[src/rtl/clk_tree_pkg.sv]
package clk_tree_pkg;
  typedef enum logic [1:0] {
    SRC_INT = 2'd0,
    SRC_EXT = 2'd1,
    SRC_MUL = 2'd2,
    SRC_ALT = 2'd3
  } src_sel_e;

  localparam int FRAC_GROUP = 3;
endpackage

[src/rtl/strobe_div.sv]
module strobe_div #(
  parameter int CW = 4
) (
  input  logic          clk_i,
  input  logic          rst_ni,
  input  logic          parent_i,
  input  logic [CW-1:0] ratio_m1_i,
  output logic          strobe_o
);
  logic [CW-1:0] cnt_q, lim_q;
  logic          hit;

  assign hit      = (cnt_q == lim_q);
  assign strobe_o = parent_i & hit;

  // ratio reloads only on an emitted strobe
  always_ff @(posedge clk_i or negedge rst_ni) begin
    if (!rst_ni) begin
      cnt_q <= '0;
      lim_q <= '0;
    end else if (parent_i) begin
      if (hit) begin
        cnt_q <= '0;
        lim_q <= ratio_m1_i;
      end else begin
        cnt_q <= cnt_q + 1'b1;
      end
    end
  end

  assert_strobe_in_parent_R9: assert property (@(posedge clk_i) disable iff (!rst_ni)
    strobe_o |-> parent_i);
  assert_cnt_bound_R8: assert property (@(posedge clk_i) disable iff (!rst_ni)
    cnt_q <= lim_q);
  assert_ratio_hold_R8: assert property (@(posedge clk_i) disable iff (!rst_ni)
    !$stable(lim_q) |-> $past(strobe_o));
endmodule

[src/rtl/frac_div.sv]
module frac_div
  import clk_tree_pkg::*;
(
  input  logic clk_i,
  input  logic rst_ni,
  input  logic parent_i,
  input  logic frac_i,
  output logic strobe_o
);
  localparam logic [1:0] LAST_PH = 2'(FRAC_GROUP - 1);

  logic [1:0] ph_q;
  logic       frac_q;

  assign strobe_o = parent_i & (~frac_q | (ph_q != LAST_PH));

  always_ff @(posedge clk_i or negedge rst_ni) begin
    if (!rst_ni) begin
      ph_q   <= '0;
      frac_q <= 1'b0;
    end else if (parent_i) begin
      if (!frac_q || ph_q == LAST_PH) begin
        ph_q   <= '0;
        frac_q <= frac_i;
      end else begin
        ph_q <= ph_q + 1'b1;
      end
    end
  end

  assert_usb_in_parent_R6: assert property (@(posedge clk_i) disable iff (!rst_ni)
    strobe_o |-> parent_i);
  assert_phase_range_R6: assert property (@(posedge clk_i) disable iff (!rst_ni)
    ph_q <= LAST_PH);
  assert_phase_idle_R8: assert property (@(posedge clk_i) disable iff (!rst_ni)
    !frac_q |-> ph_q == 2'd0);
endmodule

[src/rtl/bus_branch.sv]
module bus_branch #(
  parameter int LOG_MAX = 4,
  localparam int CODE_W = $clog2(LOG_MAX + 1),
  localparam int CW     = (LOG_MAX < 1) ? 1 : LOG_MAX
) (
  input  logic              clk_i,
  input  logic              rst_ni,
  input  logic              hbus_en_i,
  input  logic [CODE_W-1:0] code_i,
  output logic              bus_en_o,
  output logic              tim_en_o
);
  logic [CODE_W-1:0] k;
  logic [CW-1:0]     bus_m1, tim_m1;

  always_comb begin
    k      = (int'(code_i) > LOG_MAX) ? CODE_W'(LOG_MAX) : code_i;
    bus_m1 = CW'((32'd1 << k) - 32'd1);
    tim_m1 = (k == '0) ? '0 : CW'((32'd1 << (k - 1'b1)) - 32'd1);
  end

  strobe_div #(.CW(CW)) u_bus_div (
    .clk_i(clk_i), .rst_ni(rst_ni), .parent_i(hbus_en_i),
    .ratio_m1_i(bus_m1), .strobe_o(bus_en_o)
  );

  // timer doubles bus rate unless bus ratio is 1
  strobe_div #(.CW(CW)) u_tim_div (
    .clk_i(clk_i), .rst_ni(rst_ni), .parent_i(hbus_en_i),
    .ratio_m1_i(tim_m1), .strobe_o(tim_en_o)
  );

  assert_bus_in_hbus_R3: assert property (@(posedge clk_i) disable iff (!rst_ni)
    bus_en_o |-> hbus_en_i);
  assert_tim_in_hbus_R4: assert property (@(posedge clk_i) disable iff (!rst_ni)
    tim_en_o |-> hbus_en_i);
endmodule

[src/rtl/clk_strobe_tree.sv]
module clk_strobe_tree
  import clk_tree_pkg::*;
#(
  parameter int HBUS_LOG_MAX = 9,
  parameter int PBUS_LOG_MAX = 4,
  parameter int TICK_DIV     = 8,
  parameter int ADC_STEPS    = 4
) (
  input  logic                              clk_i,
  input  logic                              rst_ni,
  input  logic                              int_osc_en_i,
  input  logic                              ext_osc_en_i,
  input  logic                              mul_en_i,
  input  logic [1:0]                        src_sel_i,
  input  logic [$clog2(HBUS_LOG_MAX+1)-1:0] hbus_code_i,
  input  logic [$clog2(PBUS_LOG_MAX+1)-1:0] pbus1_code_i,
  input  logic [$clog2(PBUS_LOG_MAX+1)-1:0] pbus2_code_i,
  input  logic [$clog2(ADC_STEPS)-1:0]      adc_code_i,
  input  logic                              usb_frac_i,
  output logic                              sys_en_o,
  output logic                              hbus_en_o,
  output logic                              tick_en_o,
  output logic                              pbus1_en_o,
  output logic                              pbus2_en_o,
  output logic                              ptim1_en_o,
  output logic                              ptim2_en_o,
  output logic                              adc_en_o,
  output logic                              usb_en_o
);
  localparam int HC_W = $clog2(HBUS_LOG_MAX + 1);
  localparam int PC_W = $clog2(PBUS_LOG_MAX + 1);
  localparam int H_CW = HBUS_LOG_MAX;
  localparam int T_CW = $clog2(TICK_DIV);
  localparam int A_CW = $clog2(2 * ADC_STEPS);
  localparam int NBUS = 2;

  src_sel_e src;
  assign src = src_sel_e'(src_sel_i);

  always_comb begin
    unique case (src)
      SRC_EXT: sys_en_o = ext_osc_en_i;
      SRC_MUL: sys_en_o = mul_en_i;
      default: sys_en_o = int_osc_en_i;
    endcase
  end

  logic [HC_W-1:0] hk;
  logic [H_CW-1:0] h_m1;
  always_comb begin
    hk   = (int'(hbus_code_i) > HBUS_LOG_MAX) ? HC_W'(HBUS_LOG_MAX) : hbus_code_i;
    h_m1 = H_CW'((32'd1 << hk) - 32'd1);
  end

  strobe_div #(.CW(H_CW)) u_hbus_div (
    .clk_i(clk_i), .rst_ni(rst_ni), .parent_i(sys_en_o),
    .ratio_m1_i(h_m1), .strobe_o(hbus_en_o)
  );

  strobe_div #(.CW(T_CW)) u_tick_div (
    .clk_i(clk_i), .rst_ni(rst_ni), .parent_i(hbus_en_o),
    .ratio_m1_i(T_CW'(TICK_DIV - 1)), .strobe_o(tick_en_o)
  );

  logic [NBUS-1:0][PC_W-1:0] p_code;
  logic [NBUS-1:0]           p_en, t_en;
  assign p_code = {pbus2_code_i, pbus1_code_i};

  for (genvar b = 0; b < NBUS; b++) begin : g_bus
    bus_branch #(.LOG_MAX(PBUS_LOG_MAX)) u_branch (
      .clk_i(clk_i), .rst_ni(rst_ni), .hbus_en_i(hbus_en_o),
      .code_i(p_code[b]), .bus_en_o(p_en[b]), .tim_en_o(t_en[b])
    );
  end

  assign pbus1_en_o = p_en[0];
  assign pbus2_en_o = p_en[1];
  assign ptim1_en_o = t_en[0];
  assign ptim2_en_o = t_en[1];

  // converter ratio 2*(v+1)
  logic [A_CW-1:0] a_m1;
  assign a_m1 = A_CW'(2 * int'(adc_code_i) + 1);

  strobe_div #(.CW(A_CW)) u_adc_div (
    .clk_i(clk_i), .rst_ni(rst_ni), .parent_i(pbus2_en_o),
    .ratio_m1_i(a_m1), .strobe_o(adc_en_o)
  );

  frac_div u_usb_div (
    .clk_i(clk_i), .rst_ni(rst_ni), .parent_i(mul_en_i),
    .frac_i(usb_frac_i), .strobe_o(usb_en_o)
  );

  assert_sys_from_src_R1: assert property (@(posedge clk_i) disable iff (!rst_ni)
    sys_en_o |-> (int_osc_en_i | ext_osc_en_i | mul_en_i));
  assert_hbus_in_sys_R2: assert property (@(posedge clk_i) disable iff (!rst_ni)
    hbus_en_o |-> sys_en_o);
  assert_tick_in_hbus_R7: assert property (@(posedge clk_i) disable iff (!rst_ni)
    tick_en_o |-> hbus_en_o);
  assert_adc_in_pbus2_R5: assert property (@(posedge clk_i) disable iff (!rst_ni)
    adc_en_o |-> pbus2_en_o);
endmodule

[config.mk]
export PLATFORM = sky130hd
export DESIGN_NAME = clk_strobe_tree
export DESIGN_NICKNAME = d
export VERILOG_FILES = /design/src/rtl/clk_tree_pkg.sv /design/src/rtl/strobe_div.sv /design/src/rtl/frac_div.sv /design/src/rtl/bus_branch.sv /design/src/rtl/clk_strobe_tree.sv
export SDC_FILE = /design/constraint.sdc
export NUM_CORES = 1
export LEC_CHECK = 0
export ABC_AREA = 0
export CAP_MARGIN = 0
export CORE_UTILIZATION = 55
export DETAILED_ROUTE_END_ITERATION = 7
export PLACE_DENSITY = 0.76
export SLEW_MARGIN = 10
export SYNTH_ARGS = -nofsm -noshare
export SYNTH_HDL_FRONTEND = slang
export SYNTH_SLANG_ARGS = --single-unit
[constraint.sdc]
create_clock -name clk_i -period 5.15 [get_ports clk_i]
set_clock_uncertainty 0.05 [all_clocks]
set_input_delay 1.03 -clock clk_i [delete_from_list [all_inputs] [get_ports clk_i]]
set_output_delay 1.03 -clock clk_i [all_outputs]
set_load 0.005 [all_outputs]
==> Word level (Yosys, flattened, before mapping) <==
Cells that the tools add are included.
{ "totals": {"reg_bits": 63, "output_inout_bits": 9} }
{ "classes": {"add_sub_neg": 16, "order_cmp": 3, "n_eq_ne": 11, "shift": 5, "mux": 14, "bitwise_logic": 10, "reduce_logical": 12} }
{ "ops": {"columns": ["op", "count"], "rows": [
  ["4-bit two-way mux", 7],
  ["4-bit by 1-bit adder with 4-bit output, second input constant", 4],
  ["4-bit == test", 4],
  ["2-bit AND reduction", 8],
  ["1-bit by 3-bit left shift with 4-bit output, first input constant", 4],
  ["4-bit by 1-bit subtractor with 4-bit output, second input constant", 4],
  ["3-bit two-way mux", 4],
  ["3-bit by 1-bit adder with 3-bit output, second input constant", 3],
  ["9-bit by 1-bit adder with 9-bit output, second input constant", 1],
  ["9-bit == test", 1],
  ["9-bit two-way mux", 1],
  ["1-bit by 4-bit left shift with 9-bit output, first input constant", 1],
  ["9-bit by 1-bit subtractor with 9-bit output, second input constant", 1],
  ["1-bit AND", 8],
  ["3-bit == test", 2],
  ["3-bit greater-than comparator, second input constant", 2],
  ["3-bit zero test", 2],
  ["3-bit by 1-bit subtractor with 3-bit output, second input constant", 2],
  ["2-bit == test, second input constant", 2],
  ["4-bit greater-than comparator, second input constant", 1],
  ["2-bit by 1-bit adder with 2-bit output, second input constant", 1],
  ["2-bit by 1-bit == test with 1-bit output, second input constant", 1],
  ["2-bit two-way mux", 1],
  ["2-bit != test, second input constant", 1],
  ["5 further kinds", 5]
]} }

==> Depth between registers and ports, before layout <==
{ "logic_depth": {"ltp_word": 6, "mapped_depth": 9} }

==> Cells and area by module <==
From an unflattened synthesis, not the netlist that was laid out.
{ "unflattened": {"cells_unflattened": 336, "hier_area_um2": 3816.2} }
{ "modules_own_cells": {"columns": ["module", "instances", "cells_each", "area_each_um2"], "rows": [
  ["strobe_div (g_bus[0].u_branch.u_bus_div ...)", 4, 33, 421.7],
  ["strobe_div (u_hbus_div)", 1, 77, 957.2],
  ["strobe_div (u_adc_div ...)", 2, 31, 344.1],
  ["clk_strobe_tree", 1, 31, 206.4],
  ["frac_div", 1, 12, 147.6],
  ["bus_branch", 2, 11, 65.1]
]} }

==> Least setup slack after synthesis <==
OpenSTA, ideal clock, no wires.
{ "synth_timing": {"kind": "input to output", "startpoint": "input src_sel_i[0]", "endpoint": "output adc_en_o", "t_arrival_ns": 2.518, "t_required_ns": 4.070, "setup_slack_ns": 1.552, "stages": 8, "cell_sequence": "inv_1 > ha_1 > nor2b_1 > nor4_4 > nand3_4 > buf_6 > buf_2 > nor3_1"} }
{ "synth_via": {"elab_chain_cells": 5, "word_cells_on_any_way": 6} }
{ "synth_rtl": {"columns": ["element", "line", "text"], "rows": [
  ["start: declaration", "clk_strobe_tree.sv:14", "input logic [1:0] src_sel_i,"],
  ["2-bit == test / 2-bit by 1-bit == test with 1-bit output (equally long branches)", "clk_strobe_tree.sv:41", "unique case (src)"],
  ["1-bit case mux with 2 select lines *", "clk_strobe_tree.sv:41", null],
  ["1-bit AND * (3 in series)", "strobe_div.sv:14", "assign strobe_o = parent_i & hit;"],
  ["end: declaration", "clk_strobe_tree.sv:27", "output logic adc_en_o,"]
]} }
Mark *: on every way between the ends. The rest lies on a longest branch, timed or not.

==> Final worst setup path <==
Same ends and word-level chain as after synthesis.

==> metrics.md <==
| Metric | Value |
|---|---|
| Sequential-to-total area share from yosys stat | 0.4612 |
| Antenna violations before repair | 0 |
| Post-synthesis register bit count | 63 |
| # resized after CTS | 0 |
| TritonCTS Sinks | 63 |
| Hold Startpoint | u_hbus_div.lim_q[8] |
| Slowest library cell on the worst path | clkdlybuf4s50_1 |
| Post-DRT Antenna Nets | 0 |
| Clk Tree Root Cell | clkbuf_8 |
| WP data arrival | 3.54 ns |
| Critical path cell sequence | clkdlybuf4s50_1, inv_1, ha_1, nor2b_1, nor4_4, nand3_4, nor3_1, clkdlybuf4s50_1 |
| Final nets | 409 |
| Layout cell share with drive strength beyond 1 | 0.1237 |
| MaxCap Viol Count | 0 |
| Clk_lat worst skew | 0.34 ns |
| Vias/cell | 5.646 |
| Tcrit/Tclk final | 0.8978 |
| Die Y | 80.84 µm |
| Worst-Margin Slew | 0.7846 ns |
| CTS Buf Count | 9 |
| R2R depth | 7 |
| Gpl congestion | 0.7942 |
| Post-CTS setup buffers | 0 |
| VDD IR max | 0.3069 mV |
| P&R area growth vs syn | 15.48% |
| Startpoint Class | primary input |
| DP Wirelength | 4413 µm |
| Status | completed |
| Avg Synthesized Cell Area | 10.05 µm² |
| Most used DFF post-synth | dfrtp_1 |
| CP endpoint kind | output port |
| Worst hold stages | 2 |
| Final WL | 6378 µm |
| Num ports | 29 |
| FFs w/ async S/R, synth | 1.000 |
| Delay-heaviest family, CP | simple AND/OR/NAND/NOR gates |
| Largest stage delay, worst path | 0.53 ns |
| Fmax | 216.3 MHz |
| Critical path depth | 8 |
| WP data required | 4.07 ns |
| Final Max Slew Viols | 0 |
| Post-Syn Instances | 340 |
| Vias | 2569 |
| Die area | 0.006534 mm² |
| DRT iter0 DRCs | 151 |
| Clock-pin slew on the worst setup and hold paths | 0.06 ns |
| Worst rel slew slack | 0.4769 |
| Setup_tns | 0 ns |
| Crit Path Max Fanout | 25 |
| Die X | 80.84 µm |
| Path type of the worst setup path | primary input to output port |
| CP bufs+invs | 3 |
| Ranking of synthesized cells by area | dfrtp_1 (46%), xnor2_1 (7.4%), ha_1 (4.8%) |
| Total Routing Usage GR | 0.2180 |
| Hold Buf Count CTS | 0 |
| TritonRoute pass-1 iters | 4 |
| Vias in the first global route | 2428 |
| RSZ-0062 raised after global routing | no |
| Commonest non-fill, non-tap cell in the layout | dfrtp_1 |
| Row count | 28 |
| Netlist cell types | 46 |
| Syn_nets | 373 |
| Worst Setup SP | src_sel_i[0] |
| Global route overflow | 0 |
| DRC | 0 |
| Tmin final | 4.624 ns |
| Leakage | 1.748 nW |
| Area of the mapped netlist | 0.003418 mm² |
| Worst flop-to-flop path startpoint | u_hbus_div.cnt_q[4] |
| Core ar. | 0.005956 mm² |
| Reg2reg setup slack | 2.86 ns |
| Most frequent cells in the layout | dfrtp_1 (63), nand2_1 (40), xnor2_1 (29) |
| Max clock buf depth | 2 |
| CTS tree | built |
| Largest net degree at the start of global routing | 64 |
| CP most frequent cell | clkdlybuf4s50_1 |
| Antenna fix cells | 0 |
| EDFF count, synth | 0 |
| P per Cell Area | 421.3 mW/mm² |
| Layout Utilization | 0.6628 |
| H-Tree Depth | 3 |
| Ys Warns | 0 |
| Number of setup violations in the final report | 0 |
| Final Hold Fails | 0 |
| Worst r2r dst | g_bus[1].u_branch.u_bus_div.cnt_q[2] |
| Synth area leader | dfrtp_1 |
| Wire per inst | 14.02 µm |
| Buffers on Ports | 28 |
| Post-synth top area share | 0.4612 |
| Pwr Total | 1.663 mW |
| Min-delay worst type | flip-flop to flip-flop |
| Global-route wire length before repair | 10610 µm |
| Initial Util | 0.5739 |
| Endpoint, Worst Hold | u_hbus_div.lim_q[8] |
[layer usage]
metal | GRT usage | up-vias | wire length [µm]
met3 | 0.04045 | 11 | 191
met5 | 0 | - | 0
met4 | 0.1161 | 0 | 126
met1 | 0.2673 | 1243 | 3018
li1 | - | 1279 | -
met2 | 0.3639 | 36 | 3042
[synthesized netlist by cell type, types with 2 or more instances]
cell      instances
nand3_1          20
nand2b_1          4
inv_1            11
nand2_1          40
mux2_2           13
and3_1            6
nand3b_1          3
o21a_1            2
nor3_1            5
xor2_1            6
o311ai_0          2
o211ai_1          2
nor2_1           13
a31oi_1           4
buf_6             2
and4_1            2
dfrtp_1          63
o21ai_1           7
nor2_4            3
o21ai_0          27
a21oi_1           9
nor2b_1           7
o31ai_1           3
or2_2             6
a22o_1            3
buf_2             5
a211oi_1          2
mux2_1            2
ha_1             13
xnor2_1          29
nand4_1          11
[how the worst max path moves through the flow]
stage | end | slack (ns)
after floorplan | adc_en_o | 1.55
after global placement | adc_en_o | 0.54
after detailed placement | adc_en_o | 0.50
after CTS | adc_en_o | 0.49
after global routing | adc_en_o | 0.37
final | adc_en_o | 0.53
[final cells by class]
cell class	instances	area (µm²)
clock buffers	10	127.6
multi-input cells	258	1745
fillers	491	2008
inverters	11	41.29
clock inverters	5	50.05
flip-flops and latches	63	1577
repair buffers	33	312.8
well taps	75	93.84
[tightest hold or removal path, stage by stage, from the launching register on]
cell	delay, ns
dfrtp_1	0.36
nand2_1	0.06
nand2_1	0.05
[report_power, final]
part	internal, mW	switching (mW)
Sequential	0.626	0.142
Clock	0.218	0.187
Combinational	0.237	0.254
Total	1.08	0.583
[state kept, by name, summed over array words and instances (netlist names)]
| name | flops |
|---|---|
| g_bus.u_branch.u_bus_div.cnt_q | 8 |
| g_bus.u_branch.u_bus_div.lim_q | 8 |
| g_bus.u_branch.u_tim_div.cnt_q | 8 |
| g_bus.u_branch.u_tim_div.lim_q | 8 |
| u_adc_div.cnt_q | 3 |
| u_adc_div.lim_q | 3 |
| u_hbus_div.cnt_q | 9 |
| u_hbus_div.lim_q | 9 |
| u_tick_div.cnt_q | 3 |
| u_tick_div.lim_q | 1 |
| u_usb_div.frac_q | 1 |
| u_usb_div.ph_q | 2 |
[cell families (layout without fill, tap and decap cells)]
kind of cell | after synthesis | in the layout | synth area share
AND/OR/NAND/NOR | 127 | 127 | 0.2017
flip-flops | 63 | 63 | 0.4612
multiplexers | 16 | 16 | 0.05234
AO/OA/AOI/OAI | 67 | 67 | 0.1193
adder cells (fa/ha/maj) | 13 | 13 | 0.04759
buffers and inverters | 19 | 59 | 0.02818
XOR/XNOR | 35 | 35 | 0.08968
[metrics by stage]
stage / cell area, µm² / hold WS, ns / instances / worst slack, ns
after floorplan: 3418 / 0.4098 / 340 / 1.552
after global placement: 3770 / 0.4268 / 440 / 0.5446
after detailed placement: 3770 / 0.4435 / 440 / 0.5013
after CTS: 3948 / 0.4573 / 455 / 0.4890
after global routing: 3948 / 0.4734 / 455 / 0.3676
final: 3948 / 0.4462 / 455 / 0.5262
Note: power is estimated with default switching activity, not from simulation.
